==> config.mk <==
export PLATFORM = sky130hd
export DESIGN_NAME = tos_cache
export DESIGN_NICKNAME = d
export VERILOG_FILES = /design/src/rtl/tos_pkg.sv /design/src/rtl/tos_regbank.sv /design/src/rtl/tos_ptrs.sv /design/src/rtl/tos_cache.sv
export SDC_FILE = /design/constraint.sdc
export NUM_CORES = 1
export LEC_CHECK = 0
export BUFFER_PORTS_ARGS = -buffer_cell sky130_fd_sc_hd__buf_2
export CAP_MARGIN = 30
export CORE_MARGIN = 2
export CORE_UTILIZATION = 30
export CTS_CLUSTER_SIZE = 20
export DETAILED_ROUTE_END_ITERATION = 12
export REMOVE_ABC_BUFFERS = 1
export SLEW_MARGIN = 20
export SYNTH_ARGS = -nofsm -noshare
export SYNTH_HDL_FRONTEND = slang
export SYNTH_HIERARCHICAL = 1
export SYNTH_SLANG_ARGS = --single-unit
==> constraint.sdc <==
create_clock -name clk -period 6.6 [get_ports clk]
set_input_delay 0.99 -clock clk [delete_from_list [all_inputs] [get_ports clk]]
set_output_delay 0.99 -clock clk [all_outputs]
set_load 0.03 [all_outputs]
==> src/rtl/tos_pkg.sv <==
package tos_pkg;
  typedef enum logic [1:0] {OP_NONE = 2'd0, OP_PUSH = 2'd1, OP_POP = 2'd2, OP_PAIR = 2'd3} op_e;
  typedef enum logic [1:0] {ST_IDLE, ST_SPILL, ST_FILL} st_e;
  typedef enum logic [1:0] {RB_HOLD, RB_PUSH, RB_POP, RB_FILL} rb_cmd_e;
  typedef enum logic [1:0] {PT_HOLD, PT_INC, PT_DEC} pt_cmd_e;
endpackage

==> src/rtl/tos_regbank.sv <==
module tos_regbank
  import tos_pkg::*;
#(
  parameter int DW   = 16,
  parameter int NREG = 4,
  parameter int CW   = 3
) (
  input  logic          clk,
  input  logic          rst_n,
  input  rb_cmd_e       cmd,
  input  logic [DW-1:0] in_word,
  input  logic [CW-1:0] fill_idx,
  input  logic [DW-1:0] fill_word,
  output logic [DW-1:0] top_word,
  output logic [DW-1:0] next_word,
  output logic [DW-1:0] deep_word
);
  logic [NREG-1:0][DW-1:0] word_q;
  logic [NREG-1:0][DW-1:0] word_d;

  // slot 0 is the newest word; higher slots are older
  for (genvar g = 0; g < NREG; g++) begin : g_slot
    logic [DW-1:0] from_above;
    logic [DW-1:0] from_below;
    if (g == 0) begin : g_first
      assign from_above = in_word;
    end else begin : g_inner
      assign from_above = word_q[g-1];
    end
    if (g == NREG - 1) begin : g_last
      assign from_below = '0;
    end else begin : g_mid
      assign from_below = word_q[g+1];
    end
    assign word_d[g] = (cmd == RB_PUSH) ? from_above :
                       (cmd == RB_POP)  ? from_below :
                       ((cmd == RB_FILL) && (fill_idx == CW'(g))) ? fill_word :
                       word_q[g];
  end

  always_ff @(posedge clk) begin
    if (!rst_n) word_q <= '0;
    else        word_q <= word_d;
  end

  assign top_word  = word_q[0];
  assign next_word = word_q[1];
  assign deep_word = word_q[NREG-1];


  push_top_chk: assert property (@(posedge clk) disable iff (!rst_n)
    (cmd == RB_PUSH) |=> (top_word == $past(in_word)));
endmodule

==> src/rtl/tos_ptrs.sv <==
module tos_ptrs
  import tos_pkg::*;
#(
  parameter int AW   = 16,
  parameter int NREG = 4,
  parameter int CW   = 3
) (
  input  logic          clk,
  input  logic          rst_n,
  input  logic [AW-1:0] base_addr,
  input  pt_cmd_e       sm_cmd,
  input  pt_cmd_e       sr_cmd,
  output logic [AW-1:0] sm,
  output logic [CW-1:0] sr
);
  always_ff @(posedge clk) begin
    if (!rst_n) begin
      sm <= base_addr;
      sr <= '0;
    end else begin
      case (sm_cmd)
        PT_INC:  sm <= sm + 1'b1;
        PT_DEC:  sm <= sm - 1'b1;
        default: sm <= sm;
      endcase
      case (sr_cmd)
        PT_INC:  sr <= sr + 1'b1;
        PT_DEC:  sr <= sr - 1'b1;
        default: sr <= sr;
      endcase
    end
  end


  sr_bound_chk: assert property (@(posedge clk) disable iff (!rst_n)
    sr <= CW'(NREG));
endmodule

==> src/rtl/tos_cache.sv <==
module tos_cache
  import tos_pkg::*;
#(
  parameter int DW   = 16,
  parameter int AW   = 16,
  parameter int NREG = 4
) (
  input  logic          clk,
  input  logic          rst_n,
  input  logic [AW-1:0] base_addr,
  input  logic [AW-1:0] limit_addr,
  input  logic          op_valid,
  input  logic [1:0]    op_kind,
  input  logic [DW-1:0] push_word,
  output logic          ready,
  output logic [DW-1:0] top_word,
  output logic [DW-1:0] next_word,
  output logic [DW-1:0] popped_word,
  output logic          op_done,
  output logic          ovf_flag,
  output logic          unf_flag,
  output logic [AW-1:0] sm_ptr,
  output logic [2:0]    sr_count,
  output logic [AW-1:0] sp_ptr,
  output logic          mem_req,
  output logic          mem_we,
  output logic [AW-1:0] mem_addr,
  output logic [DW-1:0] mem_wdata,
  input  logic [DW-1:0] mem_rdata,
  input  logic          mem_ack
);
  localparam int CW = 3;
  localparam logic [CW-1:0] SR_FULL = CW'(NREG);

  function automatic logic [AW-1:0] sp_of(input logic [AW-1:0] sm, input logic [CW-1:0] sr);
    return sm + AW'(sr);
  endfunction

  function automatic logic has_room(input logic [AW-1:0] sp, input logic [AW-1:0] lim);
    return sp < lim;
  endfunction

  function automatic logic [AW-1:0] depth_of(input logic [AW-1:0] sp, input logic [AW-1:0] base);
    return sp - base;
  endfunction

  st_e           st_q, st_d;
  rb_cmd_e       rb_cmd;
  pt_cmd_e       sm_cmd, sr_cmd;
  logic [DW-1:0] rb_in;
  logic [DW-1:0] fill_word;
  logic [DW-1:0] deep_word;
  logic [DW-1:0] pend_word_q, pend_word_d;
  logic          pend_pop_q, pend_pop_d;
  logic [DW-1:0] popped_q, popped_d;
  logic          done_d, ovf_d, unf_d;
  logic [AW-1:0] sm;
  logic [CW-1:0] sr;
  logic [AW-1:0] sp;

  // named internal events
  logic acc_any, acc_push, acc_pop, acc_pair;
  logic push_rej, pop_rej, pair_rej;
  logic xfer_done;

  assign sp        = sp_of(sm, sr);
  assign ready     = (st_q == ST_IDLE);
  assign acc_any   = op_valid && ready;
  assign acc_push  = acc_any && (op_e'(op_kind) == OP_PUSH);
  assign acc_pop   = acc_any && (op_e'(op_kind) == OP_POP);
  assign acc_pair  = acc_any && (op_e'(op_kind) == OP_PAIR);
  assign push_rej  = acc_push && !has_room(sp, limit_addr);
  assign pop_rej   = acc_pop && (sp == base_addr);
  assign pair_rej  = acc_pair && (depth_of(sp, base_addr) < AW'(2));
  assign xfer_done = mem_req && mem_ack;

  always_comb begin
    st_d        = st_q;
    rb_cmd      = RB_HOLD;
    sm_cmd      = PT_HOLD;
    sr_cmd      = PT_HOLD;
    pend_word_d = pend_word_q;
    pend_pop_d  = pend_pop_q;
    popped_d    = popped_q;
    done_d      = 1'b0;
    ovf_d       = 1'b0;
    unf_d       = 1'b0;
    fill_word   = mem_rdata;
    unique case (st_q)
      ST_IDLE: begin
        if (push_rej) begin
          ovf_d = 1'b1;
        end else if (acc_push) begin
          if (sr == SR_FULL) begin
            st_d        = ST_SPILL;
            pend_word_d = push_word;
          end else begin
            rb_cmd = RB_PUSH;
            sr_cmd = PT_INC;
            done_d = 1'b1;
          end
        end else if (pop_rej || pair_rej) begin
          unf_d = 1'b1;
        end else if (acc_pop) begin
          if (sr == '0) begin
            st_d       = ST_FILL;
            pend_pop_d = 1'b1;
          end else begin
            popped_d = top_word;
            rb_cmd   = RB_POP;
            sr_cmd   = PT_DEC;
            done_d   = 1'b1;
          end
        end else if (acc_pair) begin
          if (sr < CW'(2)) begin
            st_d       = ST_FILL;
            pend_pop_d = 1'b0;
          end else begin
            done_d = 1'b1;
          end
        end
      end
      ST_SPILL: begin
        if (xfer_done) begin
          rb_cmd = RB_PUSH;
          sm_cmd = PT_INC;
          done_d = 1'b1;
          st_d   = ST_IDLE;
        end
      end
      ST_FILL: begin
        if (xfer_done) begin
          sm_cmd = PT_DEC;
          if (pend_pop_q) begin
            popped_d = mem_rdata;
            done_d   = 1'b1;
            st_d     = ST_IDLE;
          end else begin
            rb_cmd = RB_FILL;
            sr_cmd = PT_INC;
            if (sr >= CW'(1)) begin
              done_d = 1'b1;
              st_d   = ST_IDLE;
            end
          end
        end
      end
      default: st_d = ST_IDLE;
    endcase
  end

  always_ff @(posedge clk) begin
    if (!rst_n) begin
      st_q        <= ST_IDLE;
      pend_word_q <= '0;
      pend_pop_q  <= 1'b0;
      popped_q    <= '0;
      op_done     <= 1'b0;
      ovf_flag    <= 1'b0;
      unf_flag    <= 1'b0;
    end else begin
      st_q        <= st_d;
      pend_word_q <= pend_word_d;
      pend_pop_q  <= pend_pop_d;
      popped_q    <= popped_d;
      op_done     <= done_d;
      ovf_flag    <= ovf_d;
      unf_flag    <= unf_d;
    end
  end

  assign rb_in = (st_q == ST_SPILL) ? pend_word_q : push_word;

  tos_regbank #(.DW(DW), .NREG(NREG), .CW(CW)) u_regs (
    .clk       (clk),
    .rst_n     (rst_n),
    .cmd       (rb_cmd),
    .in_word   (rb_in),
    .fill_idx  (sr),
    .fill_word (fill_word),
    .top_word  (top_word),
    .next_word (next_word),
    .deep_word (deep_word)
  );

  tos_ptrs #(.AW(AW), .NREG(NREG), .CW(CW)) u_ptrs (
    .clk       (clk),
    .rst_n     (rst_n),
    .base_addr (base_addr),
    .sm_cmd    (sm_cmd),
    .sr_cmd    (sr_cmd),
    .sm        (sm),
    .sr        (sr)
  );

  assign mem_req     = (st_q != ST_IDLE);
  assign mem_we      = (st_q == ST_SPILL);
  assign mem_addr    = (st_q == ST_SPILL) ? sm + 1'b1 : sm;
  assign mem_wdata   = deep_word;
  assign popped_word = popped_q;
  assign sm_ptr      = sm;
  assign sr_count    = sr;
  assign sp_ptr      = sp;


  busy_chk: assert property (@(posedge clk) disable iff (!rst_n)
    mem_req |-> !ready);

  req_hold_chk: assert property (@(posedge clk) disable iff (!rst_n)
    (mem_req && !mem_ack) |=> (mem_req && $stable(mem_addr) && $stable(mem_we)));

  spill_shape_chk: assert property (@(posedge clk) disable iff (!rst_n)
    (mem_req && mem_we) |-> (sr_count == 3'(NREG)));

  ovf_hold_chk: assert property (@(posedge clk) disable iff (!rst_n)
    push_rej |=> (ovf_flag && $stable(sp_ptr)));

  ceiling_chk: assert property (@(posedge clk) disable iff (!rst_n)
    sp_ptr <= limit_addr);

  floor_chk: assert property (@(posedge clk) disable iff (!rst_n)
    sp_ptr >= base_addr);
endmodule

## After elaboration in Yosys (flattened, before gate mapping)

Index checks and enable logic that the tools add are counted.
W data, S select, Z words.

| word-level totals | value |
|---|---|
| register bits after elaboration | 121 |
| bits in latches | 0 |
| RAM bits | 0 |
| bits in read-only memories | 0 |
| input bits | 70 |
| output and inout port bits | 121 |
| word-level logic and storage cells | 164 |
| memories | 0 |

| operators by class | value |
|---|---|
| $add $sub $neg | 6 |
| $mul | 0 |
| div/mod/pow operators | 0 |
| order comparisons | 4 |
| equality and inequality tests | 33 |
| shift operators | 0 |
| mux-type cells | 72 |
| bitwise logic cells | 5 |
| reductions and logical operators | 31 |

Operators by type and width:

| operator | number |
|---|---|
| $mux W16 | 22 |
| $pmux W16 S2 | 2 |
| $mux W2 | 20 |
| $mux W1 | 22 |
| $add A16 B1 Y16 const B | 1 |
| $add A16 B3 Y16 | 1 |
| $eq A16 B16 Y1 | 1 |
| $lt A16 B16 Y1 | 1 |
| $lt A16 B2 Y1 const B | 1 |
| $sub A16 B1 Y16 const B | 1 |
| $sub A16 B16 Y16 | 1 |
| $eq A2 B2 Y1 const B | 7 |
| $logic_and A1 B1 Y1 | 12 |
| $ne A2 B2 Y1 const B | 6 |
| $pmux W2 S3 | 2 |
| $reduce_bool A3 Y1 | 4 |
| $eq A2 B1 Y1 const B | 5 |
| $reduce_bool A2 Y1 | 5 |
| $reduce_and A9 Y1 | 1 |
| $ne A4 B1 Y1 const B | 2 |
| $pmux W2 S2 | 2 |
| $reduce_and A8 Y1 | 1 |
| $reduce_and A7 Y1 | 1 |
| $eq A3 B2 Y1 const B | 2 |
| other kinds (21) | 28 |

## Logic depth before layout (Yosys ltp)

Gate-level depths: netlist of the first run.

| depth | value |
|---|---|
| depth after elaboration | 14 |
| gate-level depth with buffers | 24 |
| mapped depth without buffers | 21 |

## Hierarchy

The synthesis of the first run kept the hierarchy.

Modules (own cells, without submodules):

| module | times used | cells each | area an instance (µm²) | sequential area each (µm²) |
|---|---|---|---|---|
| tos_cache | 1 | 489 | 3,839.9 | 760.7 |
| tos_regbank | 1 | 382 | 3,724.8 | 1,281.2 |
| tos_ptrs | 1 | 177 | 1,576.5 | 540.5 |

## Least setup slack after synthesis of the first run

OpenSTA, ideal clock, no wires.

| timing | value |
|---|---|
| path kind | reg2reg |
| start | register u_ptrs.sr[0] |
| end | register u_regs.word_q (netlist bit u_regs/top_word[10]) |
| setup time | 0.124 ns |
| data arrival time | 5.757 ns |
| data required time | 6.476 ns |
| slack | 0.719 ns |
| stages on the path, launching flop included | 23 |
| path buffers | 3 |
| clock period less this slack | 5.881 ns |
| path through | dfxtp_1 ha_1 fa_1 a21oi_1 nand2b_1 xnor2_1 ha_1 a21o_1 a21o_1 or4_4 a2111oi_4 o211ai_2 nor4_4 a32o_2 o21a_1 nor2_1 ha_1 buf_6 or2_1 buf_6 o21ai_4 buf_6 o32ai_2 |

| on the way | value |
|---|---|
| longest elaborated chain between the ends | 12 |
| elaborated cells on any way between the ends | 26 |
| classes of those cells | 2 x add/sub; 2 x order compare; 5 x eq/ne; 9 x mux; 8 x reduce/logical |

Ends and longest elaborated chain:

| what | line | RTL |
|---|---|---|
| start: declaration | tos_ptrs.sv:14 | `output logic [CW-1:0] sr` |
| start signal: assignment | tos_ptrs.sv:27 | `PT_INC: sr <= sr + 1'b1;` |
| start signal: assignment | tos_ptrs.sv:28 | `PT_DEC: sr <= sr - 1'b1;` |
| start signal: assignment | tos_ptrs.sv:29 | `default: sr <= sr;` |
| $add A16 B3 Y16 * | tos_cache.sv:36 | `return sm + AW'(sr);` |
| named net sp_ptr[4] | tos_cache.sv:24 | `output logic [AW-1:0] sp_ptr,` |
| $sub A16 B16 Y16 | tos_cache.sv:44 | `return sp - base;` |
| $lt A16 B2 Y1 | tos_cache.sv:74 | `assign pair_rej = acc_pair && (depth_of(sp, base_addr) < AW'(2));` |
| $logic_and A1 B1 Y1 | tos_cache.sv:74 |  |
| $logic_or A1 B1 Y1 | tos_cache.sv:102 | `end else if (pop_rej \|\| pair_rej) begin` |
| $mux W2 | tos_cache.sv:102 |  |
| $mux W2 | tos_cache.sv:93 | `end else if (acc_push) begin` |
| $mux W2 * | tos_cache.sv:91 | `if (push_rej) begin` |
| $pmux W2 S3 * | tos_cache.sv:89 | `unique case (st_q)` |
| named net rb_cmd[1] | tos_cache.sv:48 | `rb_cmd_e rb_cmd;` |
| $eq A2 B2 Y1, on equally long branches | tos_regbank.sv:36, tos_regbank.sv:37 |  |
| $mux W16 or $logic_and A1 B1 Y1 (tied branches) | tos_regbank.sv:36, tos_regbank.sv:37 |  |
| $mux W16 or $reduce_bool A3 Y1 (tied branches) | n/a |  |
| end signal: assignment | tos_regbank.sv:43 | `else word_q <= word_d;` |
| end: declaration | tos_regbank.sv:18 | `logic [NREG-1:0][DW-1:0] word_q;` |

Mark *: on every way through the listed nets, which the timed path passes. The rest lies on a longest branch.
A chain may end at the register's enable or synchronous reset.

## Final worst setup path of the first run

| timing | value |
|---|---|
| start | register u_ptrs.sr[0] |
| end | register u_regs.word_q (netlist bit u_regs/next_word[8]) |

| on the way | value |
|---|---|
| longest elaborated chain between the ends | 12 |
| elaborated cells on any way between the ends | 27 |
| classes of those cells | 2 x add/sub; 2 x order compare; 6 x eq/ne; 9 x mux; 8 x reduce/logical |

Ends and longest elaborated chain:

| what | line |
|---|---|
| $add A16 B3 Y16 | tos_cache.sv:36 |
| $sub A16 B16 Y16 | tos_cache.sv:44 |
| $lt A16 B2 Y1 | tos_cache.sv:74 |
| $logic_and A1 B1 Y1 | tos_cache.sv:74 |
| $logic_or A1 B1 Y1 | tos_cache.sv:102 |
| $mux W2 | tos_cache.sv:102 |
| $mux W2 | tos_cache.sv:93 |
| $mux W2 * | tos_cache.sv:91 |
| $pmux W2 S3 * | tos_cache.sv:89 |
| named net rb_cmd[1] | tos_cache.sv:48 |
| $eq A2 B2 Y1, on equally long branches | tos_regbank.sv:36, tos_regbank.sv:37 |
| $mux W16 or $logic_and A1 B1 Y1 (tied branches) | tos_regbank.sv:36, tos_regbank.sv:37 |
| $mux W16 or $reduce_bool A3 Y1 (tied branches) | n/a |

Marked as above.

==> flow_results.org, run 1 <==
** Floorplanning
- The initial utilization of the core area, before any placement, comes to 30.7%.
- Row Count :: 63
- Core area :: 29800 um2
- Vertical die dimension :: 179 um
- Die ar. :: 31900 um2
- During I/O placement, the number of pins put on the boundary was 191.
- The floorplan step set the die width to 179 um.

** Clock tree
- Number of sinks on the clock net :: 121
- Later-pin clock latency in the skew report :: 0.43 ns
- Maximum clock insertion buffer count :: 2
- Root Buffer Master :: sky130_fd_sc_hd__clkbuf_16
- TritonCTS built the clock tree.
- CTS built an H-tree with a depth of 4.
- Number of buffers created by CTS :: 17
- For this design, the CTS-stage hold fixing added 0 buffers.
- Clock transition at the register clock pins on the worst setup and hold paths after CTS :: 0.06 ns

** Power
- P_leak :: 4.77 nW
- Net switching is 40.6% of the power.
- Total power for the finished layout comes to 3.10 mW.
- Sequential Power Share :: 30.9%
- VDD IR-drop max :: 174 uV
- The internal power of the cells totals 1.84 mW.
- For this design the ratio of total power to cell area is 281 nW/um2.
- In this run, the combinational gates consume 37.7% of the power.
- Summed over all nets, the switching power comes to 1.26 mW.
- Of the total power, the clock network draws 31.4%.

** Yosys
- Cell types occupying the most area after synthesis :: sky130_fd_sc_hd__dfxtp_1 (23%), sky130_fd_sc_hd__ha_1 (5.9%), sky130_fd_sc_hd__a211oi_1 (5.5%)
- Of the post-synthesis cell area, the dominant cell type holds 23.0%.
- Synthesis inferred 121 register bits.
- Fraction of registers with async set or reset after synthesis :: 0%
- Post-synthesis instance area :: 9140 um2
- During synthesis, Yosys emitted a total of 6 warnings.
- Commonest cells post-synth :: sky130_fd_sc_hd__dfxtp_1 (105), sky130_fd_sc_hd__nor2_1 (81), sky130_fd_sc_hd__nand2_1 (74)
- Yosys mapped a number of flops with a built-in enable equal to 16.
- The cell count after synthesis came out at 1048.
- The synthesized netlist contains 79 unique library cells.
- A synthesized cell averages 8.72 um2.
- Primary flip-flop cell chosen by synthesis mapping :: sky130_fd_sc_hd__dfxtp_1
- Dominant cell type by area after synthesis :: sky130_fd_sc_hd__dfxtp_1
- In the post-synthesis netlist, the cell with the most instances is sky130_fd_sc_hd__dfxtp_1.
- Post-synthesis sequential area ratio :: 28.3%

** Routing
- The first detailed-routing pass ran for 6 iterations.
- Wire length after detailed routing :: 30500 um
- Vias after detailed routing :: 8811
- For this run, design rule violations remaining after detail routing come to 0.
- The detail route stage leaves a number of antenna-violating nets equal to 0.
- In the final routed layout, each cell accounts on average for 18.9 um.
- Average via count per standard cell :: 5.45
- Iteration-0 DRC Markers :: 562

** Global route
- Largest net degree at the start of global routing :: 86
- The initial antenna violation count was 1.
- Total gr overflow :: 0
- The number of global-route vias before repair came to 8293.
- The first global-routing pass estimated 46500 um of wire.
- Global Route Usage Sum :: 18.7%

** Hold path
- Count of cells along the worst hold path :: 2
- In this run the worst hold path is classified as reg2reg.
- Hold path startpoint :: u_regs/g_slot[1].from_below[8]$_SDFFE_PN0P_
- The worst hold path terminates at u_regs/g_slot[1].from_below[8]$_SDFFE_PN0P_.

** Worst setup path
- Reg2Reg Depth :: 22
- Reg-to-reg endpoint :: u_regs/next_word[8]$_SDFFE_PN0P_
- The worst setup path is launched from a register.
- The critical path is of the reg2reg type.
- Critical Path Sink Type :: register
- Setup slack of the worst register-to-register path :: 0.57 ns
- Reg-to-reg startpoint :: u_ptrs/sr[0]$_SDFFE_PN0P_
- Data required time of the worst path :: 6.93 ns
- Along the worst path, the maximum fanout reaches 11.
- The most critical setup path has its startpoint at u_ptrs/sr[0]$_SDFFE_PN0P_.
- Arrival time at the worst endpoint :: 6.37 ns

** Finish
- The multi-input combinational cells in the finished layout cover a total of 5940 um2.
- Proportion of layout cells with a drive suffix above 1 :: 26.4%
- Final net count :: 1329
- Area growth, synth to finish :: 21.0%
- The repair_antennas step left the layout with diodes totalling 0.
- Combined flip-flop and latch cell area :: 2580 um2
- Summed area of non-filler cells in the final layout :: 11100 um2
- The layout has 3099 filler cells.
- Cells fill 37.1% of the core in the end.
- The finished layout holds 1616 standard cells, fillers aside.

** Timing
- Setup violations remaining at the end of the flow were counted as 0.
- Clock skew on the completed layout was measured at 0.0241 ns.
- Derived from the worst setup path, the maximum achievable clock frequency is 166 MHz.
- For the final routed database, the setup TNS stands at 0 ns.
- Unrepaired setup endpoints after global routing :: false
- Across all setup checks in the final design, the least slack found is 0.565 ns.
- Max-slew violations :: 0
- The number of failing hold endpoints at the final stage came to 0.
- For the pin with the worst max-slew slack, the measured transition is 0.796 ns.
- For the finished layout, the period the worst path requires is 6.03 ns.
- On the final layout, the worst hold slack is 0.484 ns.
- Worst slew margin :: 46.9%
- Dividing the final minimum period by the clock period gives 91.4%.

** Placement
- Buffers placed on the I/O ports in this run total 190.
- Routability-driven placement finished with a final weighted congestion of 0.910.
- Inst Count DP :: 1582
- Before CTS, the worst setup slack after placement is 0.394 ns.
- Summed over all nets, the half-perimeter wirelength after detailed placement is 21800 um.
- After detailed placement, the total cell area comes to 10400 um2.

** Outcome
- The flow ran to the end, and the final reports show no timing, DRC or antenna violations.

** Flow run
- Max cap viols :: 0
==> state kept, by name, indices dropped and copies added, names as in the netlist <==
register / cells
u_regs/next_word: 16
unf_flag: 1
u_regs/deep_word: 16
u_ptrs/sr: 3
pend_pop_q: 1
st_q: 2
u_regs/top_word: 16
popped_word: 16
pend_word_q: 16
ovf_flag: 1
u_regs/g_slot.from_below: 16
op_done: 1
u_ptrs/sm: 16
==> power groups by stage <==
stage | clock network [mW] | logic, mW | registers (mW)
after floorplan | 0 | 0.659 | 1.10
after global placement | 0 | 1.15 | 0.970
after detailed placement | 0 | 1.16 | 0.970
after CTS | 0.995 | 1.17 | 0.956
after global routing | 1.02 | 1.27 | 0.972
final | 0.974 | 1.17 | 0.958
==> how the worst max path moves through the flow <==
stage                                                   end  slack (ns)  depth (start not counted)
after floorplan           u_regs/next_word[15]$_SDFFE_PN0P_       -1.42                         20
after CTS                   u_regs/top_word[3]$_SDFFE_PN0P_        0.36                         20
after global placement      u_regs/top_word[0]$_SDFFE_PN0P_        0.62                         20
final                      u_regs/next_word[8]$_SDFFE_PN0P_        0.57                         22
after detailed placement    u_regs/top_word[3]$_SDFFE_PN0P_        0.39                         20
after global routing       u_regs/next_word[7]$_SDFFE_PN0P_        0.04                         22
==> placed cells by master (no fill, tap or decap), types with 18 or more instances in the layout <==
cell,count
sky130_fd_sc_hd__a211oi_1,67
sky130_fd_sc_hd__o32ai_1,27
sky130_fd_sc_hd__dfxtp_1,105
sky130_fd_sc_hd__nor3b_1,19
sky130_fd_sc_hd__nor2_1,81
sky130_fd_sc_hd__mux2i_1,35
sky130_fd_sc_hd__a21oi_1,30
sky130_fd_sc_hd__nand4_1,18
sky130_fd_sc_hd__xnor2_1,33
sky130_fd_sc_hd__ha_1,41
sky130_fd_sc_hd__xor2_1,18
sky130_fd_sc_hd__o32ai_2,21
sky130_fd_sc_hd__o21ai_0,20
sky130_fd_sc_hd__mux2_2,27
sky130_fd_sc_hd__buf_2,189
sky130_fd_sc_hd__nand3_1,27
sky130_fd_sc_hd__buf_4,27
sky130_fd_sc_hd__nor2b_1,69
sky130_fd_sc_hd__inv_1,67
sky130_fd_sc_hd__nand2_1,74
==> worst max-delay path, stage by stage, from the launching register on <==
cell and delay (ns):
sky130_fd_sc_hd__dfxtp_1 0.46, sky130_fd_sc_hd__ha_1 0.29, sky130_fd_sc_hd__fa_1 0.42, sky130_fd_sc_hd__a21oi_1 0.35
sky130_fd_sc_hd__nor2_1 0.12, sky130_fd_sc_hd__nand2_1 0.11, sky130_fd_sc_hd__xnor2_1 0.21, sky130_fd_sc_hd__ha_1 0.38
sky130_fd_sc_hd__a21oi_1 0.33, sky130_fd_sc_hd__nor2_1 0.08, sky130_fd_sc_hd__or4_1 0.55, sky130_fd_sc_hd__a2111oi_4 0.36
sky130_fd_sc_hd__o211ai_2 0.15, sky130_fd_sc_hd__nor4_4 0.27, sky130_fd_sc_hd__a32o_2 0.29, sky130_fd_sc_hd__o21a_1 0.13
sky130_fd_sc_hd__nor2_1 0.06, sky130_fd_sc_hd__inv_1 0.10, sky130_fd_sc_hd__ha_4 0.16, sky130_fd_sc_hd__or2_1 0.44
sky130_fd_sc_hd__o21ai_4 0.19, sky130_fd_sc_hd__buf_4 0.23, sky130_fd_sc_hd__o32ai_1 0.27
==> metal layers <==
metal	up-vias	track usage (%)	wire length, um	part of all wire (%)
li1	4228	-	-	-
met1	4213	24.6	13600	45
met2	328	31.4	14100	46
met3	40	3.56	1980	6.5
met4	2	5.01	720	2.4
met5	-	0	11	0.036
==> layout make-up <==
type,instances,share of cell area (%)
inverters,68,2.31
repair buffers,219,10.8
multi-input cells,786,53.7
flip-flops and latches,121,23.4
clock buffers,18,3.97
clock inverters,14,1.46
well taps,390,4.41
==> kinds of logic after synthesis <==
family / count (synthesis) / share of synthesized area, %
AOI/OAI and AO/OA: 261 / 24.2
xor gates and xnor gates: 51 / 4.89
adders and majority gates: 46 / 6.54
buffers and inverters: 141 / 6.98
DFF: 121 / 28.3
muxes: 62 / 7.16
and+or+nand+nor: 366 / 22.0
==> timing repair <==
| item | CTS | global route |
|---|---|---|
| setup endpoints to repair | 0 | 17 |
| buffers inserted | 0 | 1 |
| gates resized for setup | 0 | 1 |
No activity file was read; power rests on OpenSTA's default activity.
==> run 2: changes to the inputs <==
--- a/config.mk
+++ b/config.mk
@@ -11,6 +11,7 @@
 export CORE_UTILIZATION = 30
 export CTS_CLUSTER_SIZE = 20
 export DETAILED_ROUTE_END_ITERATION = 12
+export GPL_TIMING_DRIVEN = 0
 export REMOVE_ABC_BUFFERS = 1
 export SLEW_MARGIN = 20
 export SYNTH_ARGS = -nofsm -noshare
==> flow_results.org, run 2 (synthesized netlist as in run 1, its figures left out) <==
** Routing
- The total wirelength of the detailed-routed design came to 30700 um (+0.74%).
- The remaining antenna violation count after routing came to 0 (unchanged).
- Sum of routed wire segments on met1 :: 13200 um (-3.1%)
- The violation count after the first detailed-route iteration came to 659 (+17%).
- The routed wirelength normalized by instance count was 19.1 um (+1.3%).
- The DRC violations left was 0 (unchanged).
- First-pass iteration count of the detailed router :: 5 (-1)
- The detailed router used layers up to and including met5.
- The via total after detailed routing came to 8838 (+0.31%).
- Met3 routed WL :: 2410 um (+22%)
- The average via count per standard cell came to 5.50 (+0.87%).
- Met2 Wirelength :: 14800 um (+5.0%)

** Timing
- The minimum clock period is 6.18 ns (+0.143 ns).
- Slew at the pin closest to its max-slew limit :: 0.911 ns (+0.115 ns)
- The tightest hold margin came to 0.483 ns (-0.000878 ns).
- Worst clock skew :: 0.0123 ns (-0.0118 ns)
- The final total negative setup slack was 0 ns (unchanged).
- Final setup slack of the worst path :: 0.422 ns (-0.143 ns)
- Max-slew violations :: 0 (unchanged)
- The post-route clock period utilization came to 93.6% (+2.2 points).
- Number of setup violations in the final report :: 0 (unchanged)
- Unrepaired setup endpoints after global routing :: false
- The number of failing hold endpoints at the final stage came to 0 (unchanged).
- The highest achievable clock rate came to 162 MHz (-2.3%).
- The worst relative slew slack is 39.1% (-7.8 points).

** Power
- Share of total power in the clock network :: 31.6% (+0.2 points)
- The part of the power in combinational logic came to 37.5% (-0.2 points).
- The total leakage power came to 4.77 nW (about the same).
- The largest voltage drop on the vdd net came to 157 uV (-9.9%).
- Power after layout :: 3.15 mW (+1.4%)
- P_sw :: 1.28 mW (+1.4%)
- The switching power share of the total is 40.6% (about the same).
- Power density relative to cell area :: 282 nW/um2 (+0.54%)
- The total internal power is 1.87 mW (+1.4%).
- The sequential fraction of design power was 30.9% (about the same).

** Worst setup path
- Critical Setup Path Class :: reg2reg
- The worst-case register-to-register setup slack came to 0.42 ns (-0.14 ns).
- Reg-to-reg startpoint :: u_ptrs/sm[0]$_DFFE_PP_
- The logic depth of the worst register-to-register path came to 22 (unchanged).
- Reg-to-reg endpoint :: u_regs/deep_word[10]$_SDFFE_PN0P_
- Critical path startpoint category :: register
- The critical path arrival was 6.47 ns (+0.10 ns).
- STA classifies the critical path endpoint as a register.
- Maximum net fanout on the critical path :: 80 (+69)
- The required arrival time at the worst endpoint is 6.90 ns (-0.03 ns).

** Floorplanning
- Die ar. :: 31900 um2 (unchanged)
- The standard-cell row count came to 63 (unchanged).
- Starting density of the core :: 30.7% (unchanged)
- The area of the core region was 29800 um2 (unchanged).
- The width of the die was 179 um (unchanged).
- The boundary pin count was 191 (unchanged).
- The overall die height is 179 um (unchanged).

** Placement
- The detailed-placement wirelength estimate came to 21600 um (-0.91%).
- The placer congestion estimate came to 0.894 (-1.7%).
- The worst slack at placement came to -0.607 ns (-1.00 ns).
- The placed cell area was 10400 um2 (-0.34%).
- The total placed cells including tap cells came to 1563 (-1.2%).
- Port buffer count :: 190 (unchanged)

** Global route
- The number of global-route vias before repair was 8385 (+1.1%).
- The global-route wire length before repair came to 47500 um (+2.1%).
- Global Route Usage Sum :: 19.0% (+0.31 points)
- Largest net degree at the start of global routing :: 81 (-5.8%)
- The total congestion overflow after global routing came to 0 (unchanged).
- The initial antenna violation count was 1 (unchanged).

** Finish
- The final instance area is 11200 um2 (+0.86%).
- Final net count :: 1320 (-0.68%)
- The utilization of the core after routing was 37.4% (+0.32 points).
- The top cell types in the final layout, fill and taps aside, are sky130_fd_sc_hd__buf_2 (189), sky130_fd_sc_hd__dfxtp_1 (105), sky130_fd_sc_hd__nor2_1 (81), sky130_fd_sc_hd__nand2_1 (74), sky130_fd_sc_hd__nor2b_1 (68).
- The library cell used most frequently in the layout, excluding fill and tap cells, is sky130_fd_sc_hd__buf_2.
- Area growth, synth to finish :: 22.0%
- The number of antenna repair diodes is 0 (unchanged).
- The final standard cell count with taps included and fillers excluded came to 1607 (-0.56%).
- The share of cells above drive strength 1 came to 26.5% (+0.11 points).

** Clock tree
- Clock transition at the register clock pins on the worst setup and hold paths after CTS :: 0.06 ns (about the same)
- Root Buffer Master :: sky130_fd_sc_hd__clkbuf_16
- H-Tree Level Count :: 4 (unchanged)
- The insertion delay of the later-clocked pin in the worst-skew pair came to 0.42 ns (about the same).
- The count of clock tree sinks came to 121 (unchanged).
- TritonCTS built the clock tree.
- Maximum clock insertion buffer count :: 2 (unchanged)
- The number of clock buffers inserted by TritonCTS came to 17 (unchanged).

** Outcome
- Status :: completed

** Hold path
- The worst hold path begins at u_regs/g_slot[1].from_below[5]$_SDFFE_PN0P_.
- The path with the worst hold slack has its endpoint at u_regs/g_slot[1].from_below[5]$_SDFFE_PN0P_.
- Worst min-delay path class :: reg2reg
- The cell count of the worst hold path is 2 (unchanged).

** Flow run
- The max-cap check violation count came to 0 (unchanged).
-- run 2: cell count changes in the layout (fill, tap and decap cells not counted), sizes merged --
cell	before	now
clkinvlp	1	0
clkinv	6	5
buf	219	210
inv	73	75
-- run 2: critical path: stages (launching register included) --
cell and delay (ns):
sky130_fd_sc_hd__edfxtp_1 0.57, sky130_fd_sc_hd__ha_1 0.31, sky130_fd_sc_hd__fa_1 0.41, sky130_fd_sc_hd__a21oi_1 0.40, sky130_fd_sc_hd__nor2_1 0.13, sky130_fd_sc_hd__nand2_1 0.11
sky130_fd_sc_hd__xnor2_1 0.23, sky130_fd_sc_hd__ha_1 0.42, sky130_fd_sc_hd__a21oi_2 0.28, sky130_fd_sc_hd__nor2_1 0.07, sky130_fd_sc_hd__or4_1 0.55, sky130_fd_sc_hd__a2111oi_4 0.35
sky130_fd_sc_hd__o211ai_2 0.15, sky130_fd_sc_hd__nor4_4 0.30, sky130_fd_sc_hd__a32o_2 0.32, sky130_fd_sc_hd__o21a_1 0.13, sky130_fd_sc_hd__nor2_1 0.08, sky130_fd_sc_hd__inv_1 0.11
sky130_fd_sc_hd__ha_4 0.31, sky130_fd_sc_hd__buf_16 0.29, sky130_fd_sc_hd__nor3b_1 0.09, sky130_fd_sc_hd__a221o_1 0.26, sky130_fd_sc_hd__o311a_1 0.12
-- run 2: power by group through the flow --
| stage | logic (mW) | clock network, mW | registers [mW] |
|---|---|---|---|
| after floorplan | 0.659 | 0 | 1.10 |
| after global placement | 1.11 | 0 | 0.983 |
| after detailed placement | 1.14 | 0 | 0.985 |
| after CTS | 1.17 | 1.02 | 0.970 |
| after global routing | 1.28 | 1.05 | 0.986 |
| final | 1.18 | 0.995 | 0.972 |
-- run 2: final cells by class --
cell class / instances / area [um2]
clock inverter: 14 / 175
timing repair buffer: 210 / 1240
inverter: 68 / 256
sequential: 121 / 2580
clock buffer: 18 / 439
tap: 390 / 488
multi-input combinational: 786 / 5970
fill: 3095 / 18600
-- run 2: timing repair --
action | 4_1_cts | 5_1_grt
pin swaps | 3 | 1
gates resized for setup | 4 | 2
hold endpoints to repair | 0 | 0
hold buffers | 0 | 0
buffers inserted | 8 | 4
setup endpoints to repair | 48 | 64
-- run 2: metal layers --
| metal | GRT usage (%) | up-vias |
|---|---|---|
| li1 | - | 4202 |
| met1 | 24.3 | 4265 |
| met2 | 33.1 | 354 |
| met3 | 4.58 | 15 |
| met4 | 2.91 | 2 |
| met5 | 0 | - |
-- run 2: how the worst max path moves through the flow --
stage                     slack, ns                       from  depth (start not counted)                                end
final                          0.42     u_ptrs/sm[0]$_DFFE_PP_                         22  u_regs/deep_word[10]$_SDFFE_PN0P_
after global routing           0.06     u_ptrs/sm[0]$_DFFE_PP_                         21   u_regs/deep_word[6]$_SDFFE_PN0P_
after CTS                      0.12     u_ptrs/sm[0]$_DFFE_PP_                         22   u_regs/next_word[7]$_SDFFE_PN0P_
after detailed placement      -0.61     u_ptrs/sm[0]$_DFFE_PP_                         21   u_regs/next_word[5]$_SDFFE_PN0P_
after global placement        -3.69     u_ptrs/sm[0]$_DFFE_PP_                         21   u_regs/top_word[11]$_SDFFE_PN0P_
after floorplan               -1.42  u_ptrs/sr[0]$_SDFFE_PN0P_                         20  u_regs/next_word[15]$_SDFFE_PN0P_
==> run 3: changes to the inputs <==
--- a/config.mk
+++ b/config.mk
@@ -12,7 +12,7 @@
 export CTS_CLUSTER_SIZE = 20
 export DETAILED_ROUTE_END_ITERATION = 12
 export GPL_TIMING_DRIVEN = 0
-export REMOVE_ABC_BUFFERS = 1
+export PLACE_DENSITY_LB_ADDON = 0.15
 export SLEW_MARGIN = 20
 export SYNTH_ARGS = -nofsm -noshare
 export SYNTH_HDL_FRONTEND = slang
==> flow_results.org, run 3 (synthesized netlist as in run 1, its figures left out) <==
** Outcome
- Status :: completed

** Worst setup path
- The critical path arrival came to 6.58 ns (+0.11 ns).
- Critical path startpoint category :: register
- Data required time of the worst path :: 6.90 ns (about the same)
- The slowest stage of the critical path belongs to the cell sky130_fd_sc_hd__dfxtp_1.
- The logic depth of the worst register-to-register path was 22 (unchanged).
- Reg-to-reg startpoint :: u_ptrs/sr[0]$_SDFFE_PN0P_
- Walking the worst path, the cells encountered are ha_1 > fa_1 > a21oi_2 > nor2_1 > nand2_1 > xnor2_1 > ha_1 > a21oi_1 > nor2_1 > or4_1 > a2111oi_4 > o211ai_2 > nor4_4 > a32o_2 > o21a_1 > nor2_1 > ha_1 > buf_6 > buf_4 > clkbuf_1 > a211oi_1 > o32ai_2.
- Reg-to-reg endpoint :: u_regs/top_word[12]$_SDFFE_PN0P_
- Setup slack of the worst register-to-register path :: 0.32 ns (-0.10 ns)
- The worst setup path is of the reg2reg kind.
- Maximum net fanout on the critical path :: 11 (-86%)
- On the critical path the largest part of the delay comes from compound AO/OA/AOI/OAI gates.
- The combined buffer and inverter count along the critical path is 3 (+1).
- The largest stage delay on the critical path came to 0.67 ns (+0.10 ns).
- Critical Path Sink Type :: register

** Routing
- Iteration-0 DRC Markers :: 710 (+7.7%)
- Residual DRC :: 0 (unchanged)
- The total wirelength of the detailed-routed design is 33000 um (+7.5%).
- First-pass iteration count of the detailed router :: 5 (unchanged)
- Detailed-route wire length per cell :: 19.8 um (+3.9%)
- Average via count per standard cell :: 5.35 (-2.7%)
- The via total after detailed routing came to 8891 (+0.60%).
- Routed Antenna Nets :: 0 (unchanged)

** Placement
- The detailed-placement wirelength estimate came to 26500 um (+23%).
- Place WS :: 0.0998 ns (+0.707 ns)
- Port buffer count :: 190 (unchanged)
- The placed cell area was 10600 um2 (+1.9%).
- The placer congestion estimate came to 0.885 (-1.0%).

** Finish
- Final net count :: 1376 (+4.2%)
- Antenna Cells :: 0 (unchanged)
- In the layout the commonest cells are sky130_fd_sc_hd__buf_2 (211), sky130_fd_sc_hd__dfxtp_1 (105), sky130_fd_sc_hd__nor2_1 (81), sky130_fd_sc_hd__nand2_1 (74), sky130_fd_sc_hd__nor2b_1 (69).
- The area growth from synthesis to layout came to 22.0% (about the same).
- Fillcell total :: 3165 (+2.3%)
- Area taken by multi-input logic gates :: 5930 um2 (-0.75%)
- Proportion of layout cells with a drive suffix above 1 :: 26.1% (-0.44 points)
- Most common library cell in the layout ignoring fill and taps :: sky130_fd_sc_hd__buf_2
- Summed area of non-filler cells in the final layout :: 11100 um2 (about the same)
- The register cell area after layout came to 2580 um2 (unchanged).

** Floorplanning
- Die ar. :: 31900 um2 (unchanged)
- Row Count :: 63 (unchanged)
- Vertical die dimension :: 179 um (unchanged)
- Die W :: 179 um (unchanged)
- The initial standard-cell utilization of the core came to 30.7% (unchanged).
- The boundary pin count is 191 (unchanged).
- The area of the core region was 29800 um2 (unchanged).

** Power
- The switching component of the power is 1.27 mW (-0.89%).
- Portion of total power attributed to combinational logic :: 39.2% (+1.7 points)
- The overall power was 3.03 mW (-3.6%).
- Internal Pwr Total :: 1.76 mW (-5.5%)
- The total leakage power came to 4.82 nW (+0.96%).
- The sequential fraction of design power was 32.2% (+1.3 points).
- VDD IR-drop max :: 175 uV (+12%)
- The switching power share of the total came to 41.8% (+1.2 points).
- Share of total power in the clock network :: 28.7% (-2.9 points)
- Power density relative to cell area :: 272 nW/um2 (-3.6%)

** Global route
- The initial antenna violation count was 0 (-1).
- The total routing usage reported by global routing came to 20.5% (+1.4 points).
- The total congestion overflow after global routing came to 0 (unchanged).
- The number of global-route vias before repair was 8471 (+1.0%).
- The maximum number of pins on one net before global-route repair was 17 (-79%).
- The global-route wire length before repair was 49900 um (+5.0%).

** Timing
- The highest achievable clock rate came to 159 MHz (-1.6%).
- Worst slew margin :: 39.0% (-0.049 points)
- Setup repair after global routing left no endpoint under its margin.
- The number of failing setup endpoints in the final timing report is 0 (unchanged).
- Worst clock skew :: 0.0165 ns (+0.00421 ns)
- The final count of pins violating max slew came to 0 (unchanged).
- The final total negative setup slack came to 0 ns (unchanged).
- The minimum clock period was 6.28 ns (+0.0978 ns).
- The worst-margin pin slew came to 0.912 ns (+0.000731 ns).
- The tightest hold margin is 0.481 ns (-0.00204 ns).
- Total count of hold-check failures in the final report :: 0 (unchanged)
- Final critical-path share of the clock period :: 95.1% (+1.5 points)
- The minimum setup slack in the final design was 0.324 ns (-0.0978 ns).

** Hold path
- For hold timing, the worst endpoint is u_regs/g_slot[1].from_below[0]$_SDFFE_PN0P_.
- Worst min-delay path class :: reg2reg
- Hold path startpoint :: u_regs/g_slot[1].from_below[0]$_SDFFE_PN0P_
- The cell count of the worst hold path is 2 (unchanged).

** Clock tree
- H-Tree Level Count :: 4 (unchanged)
- The number of buffers on the longest clock path is 2 (unchanged).
- The insertion delay of the later-clocked pin in the worst-skew pair is 0.43 ns (about the same).
- Clock tree synthesis selected as its root buffer the cell sky130_fd_sc_hd__clkbuf_16.
- TritonCTS built the clock tree.
- The register clock-pin slew on the reported worst setup and hold paths came to 0.06 ns (about the same).
- The count of clock tree sinks came to 121 (unchanged).
- CTS Hold Bufs :: 0 (unchanged)
- Number of buffers created by CTS :: 17 (unchanged)

** Flow run
- The max-cap check violation count was 0 (unchanged).

** Yosys
- Syn Nets :: 1164
run 3: cell count changes in the layout (fill, tap and decap cells not counted), sizes merged:
cell / before / now
bufinv: 2 / 0
buf: 210 / 228
clkinv: 5 / 7
clkinvlp: 0 / 3
inv: 75 / 71
clkbuf: 18 / 56
run 3: worst max path at each step:
| stage | cells past startpoint | end | from | slack (ns) |
|---|---|---|---|---|
| 2_1_floorplan | 22 | u_regs/top_word[10]$_SDFFE_PN0P_ | u_ptrs/sr[0]$_SDFFE_PN0P_ | 0.72 |
| 3_3_place_gp | 22 | u_regs/top_word[12]$_SDFFE_PN0P_ | u_ptrs/sm[0]$_DFFE_PP_ | 0.14 |
| 3_5_place_dp | 22 | u_regs/top_word[12]$_SDFFE_PN0P_ | u_ptrs/sm[0]$_DFFE_PP_ | 0.1 |
| 4_1_cts | 22 | u_regs/top_word[12]$_SDFFE_PN0P_ | u_ptrs/sm[0]$_DFFE_PP_ | 0.09 |
| 5_1_grt | 23 | u_regs/top_word[1]$_SDFFE_PN0P_ | u_ptrs/sr[0]$_SDFFE_PN0P_ | 0.08 |
| 6_report | 22 | u_regs/top_word[12]$_SDFFE_PN0P_ | u_ptrs/sr[0]$_SDFFE_PN0P_ | 0.32 |
run 3: per-stage QoR:
| stage | instances | util (%) |
|---|---|---|
| 5_1_grt | 1662 | 37.4 |
| 4_1_cts | 1659 | 37.3 |
| 3_3_place_gp | 1628 | 35.5 |
| 6_report | 1662 | 37.4 |
| 2_1_floorplan | 1048 | - |
| 3_5_place_dp | 1628 | 35.5 |
run 3: area by class of cell:
type | instances | area share (%)
Multi-Input combinational cell | 786 | 53.2
Sequential cell | 121 | 23.2
Timing Repair Buffer | 193 | 8.73
Tap cell | 390 | 4.38
Clock buffer | 18 | 3.94
Buffer | 73 | 3.43
Inverter | 68 | 2.29
Clock inverter | 13 | 0.875
run 3: repair_timing:
item                       in CTS  in global routing
buffers inserted                0                  3
gates resized for setup         0                  3
hold endpoints to repair        0                  0
setup endpoints to repair       0                 61
run 3: power groups by stage:
stage          registers [mW]  clock network, mW  logic [mW]
2_1_floorplan            1.09                  0       0.711
3_3_place_gp            0.990                  0        1.17
3_5_place_dp            0.991                  0        1.18
4_1_cts                 0.976              0.887        1.18
5_1_grt                 0.990              0.919        1.28
6_report                0.975              0.869        1.19
run 3: worst reg2reg max path: stages, from the launching register on:
cell and delay [ns]:
sky130_fd_sc_hd__dfxtp_1 0.67, sky130_fd_sc_hd__ha_1 0.30, sky130_fd_sc_hd__fa_1 0.24, sky130_fd_sc_hd__a21oi_2 0.11, sky130_fd_sc_hd__nor2_1 0.19, sky130_fd_sc_hd__nand2_1 0.09
sky130_fd_sc_hd__xnor2_1 0.31, sky130_fd_sc_hd__ha_1 0.40, sky130_fd_sc_hd__a21oi_1 0.32, sky130_fd_sc_hd__nor2_1 0.11, sky130_fd_sc_hd__or4_1 0.57, sky130_fd_sc_hd__a2111oi_4 0.37
sky130_fd_sc_hd__o211ai_2 0.16, sky130_fd_sc_hd__nor4_4 0.33, sky130_fd_sc_hd__a32o_2 0.31, sky130_fd_sc_hd__o21a_1 0.13, sky130_fd_sc_hd__nor2_1 0.08, sky130_fd_sc_hd__ha_1 0.21
sky130_fd_sc_hd__buf_6 0.15, sky130_fd_sc_hd__buf_4 0.18, sky130_fd_sc_hd__clkbuf_1 0.27, sky130_fd_sc_hd__a211oi_1 0.55, sky130_fd_sc_hd__o32ai_2 0.13
run 3: metal layers:
metal | track usage (%) | share of wire (%)
met1 | 27.9 | 46
met2 | 33.9 | 47
met3 | 3.18 | 5.3
met4 | 4.74 | 1.2
met5 | 0 | 0
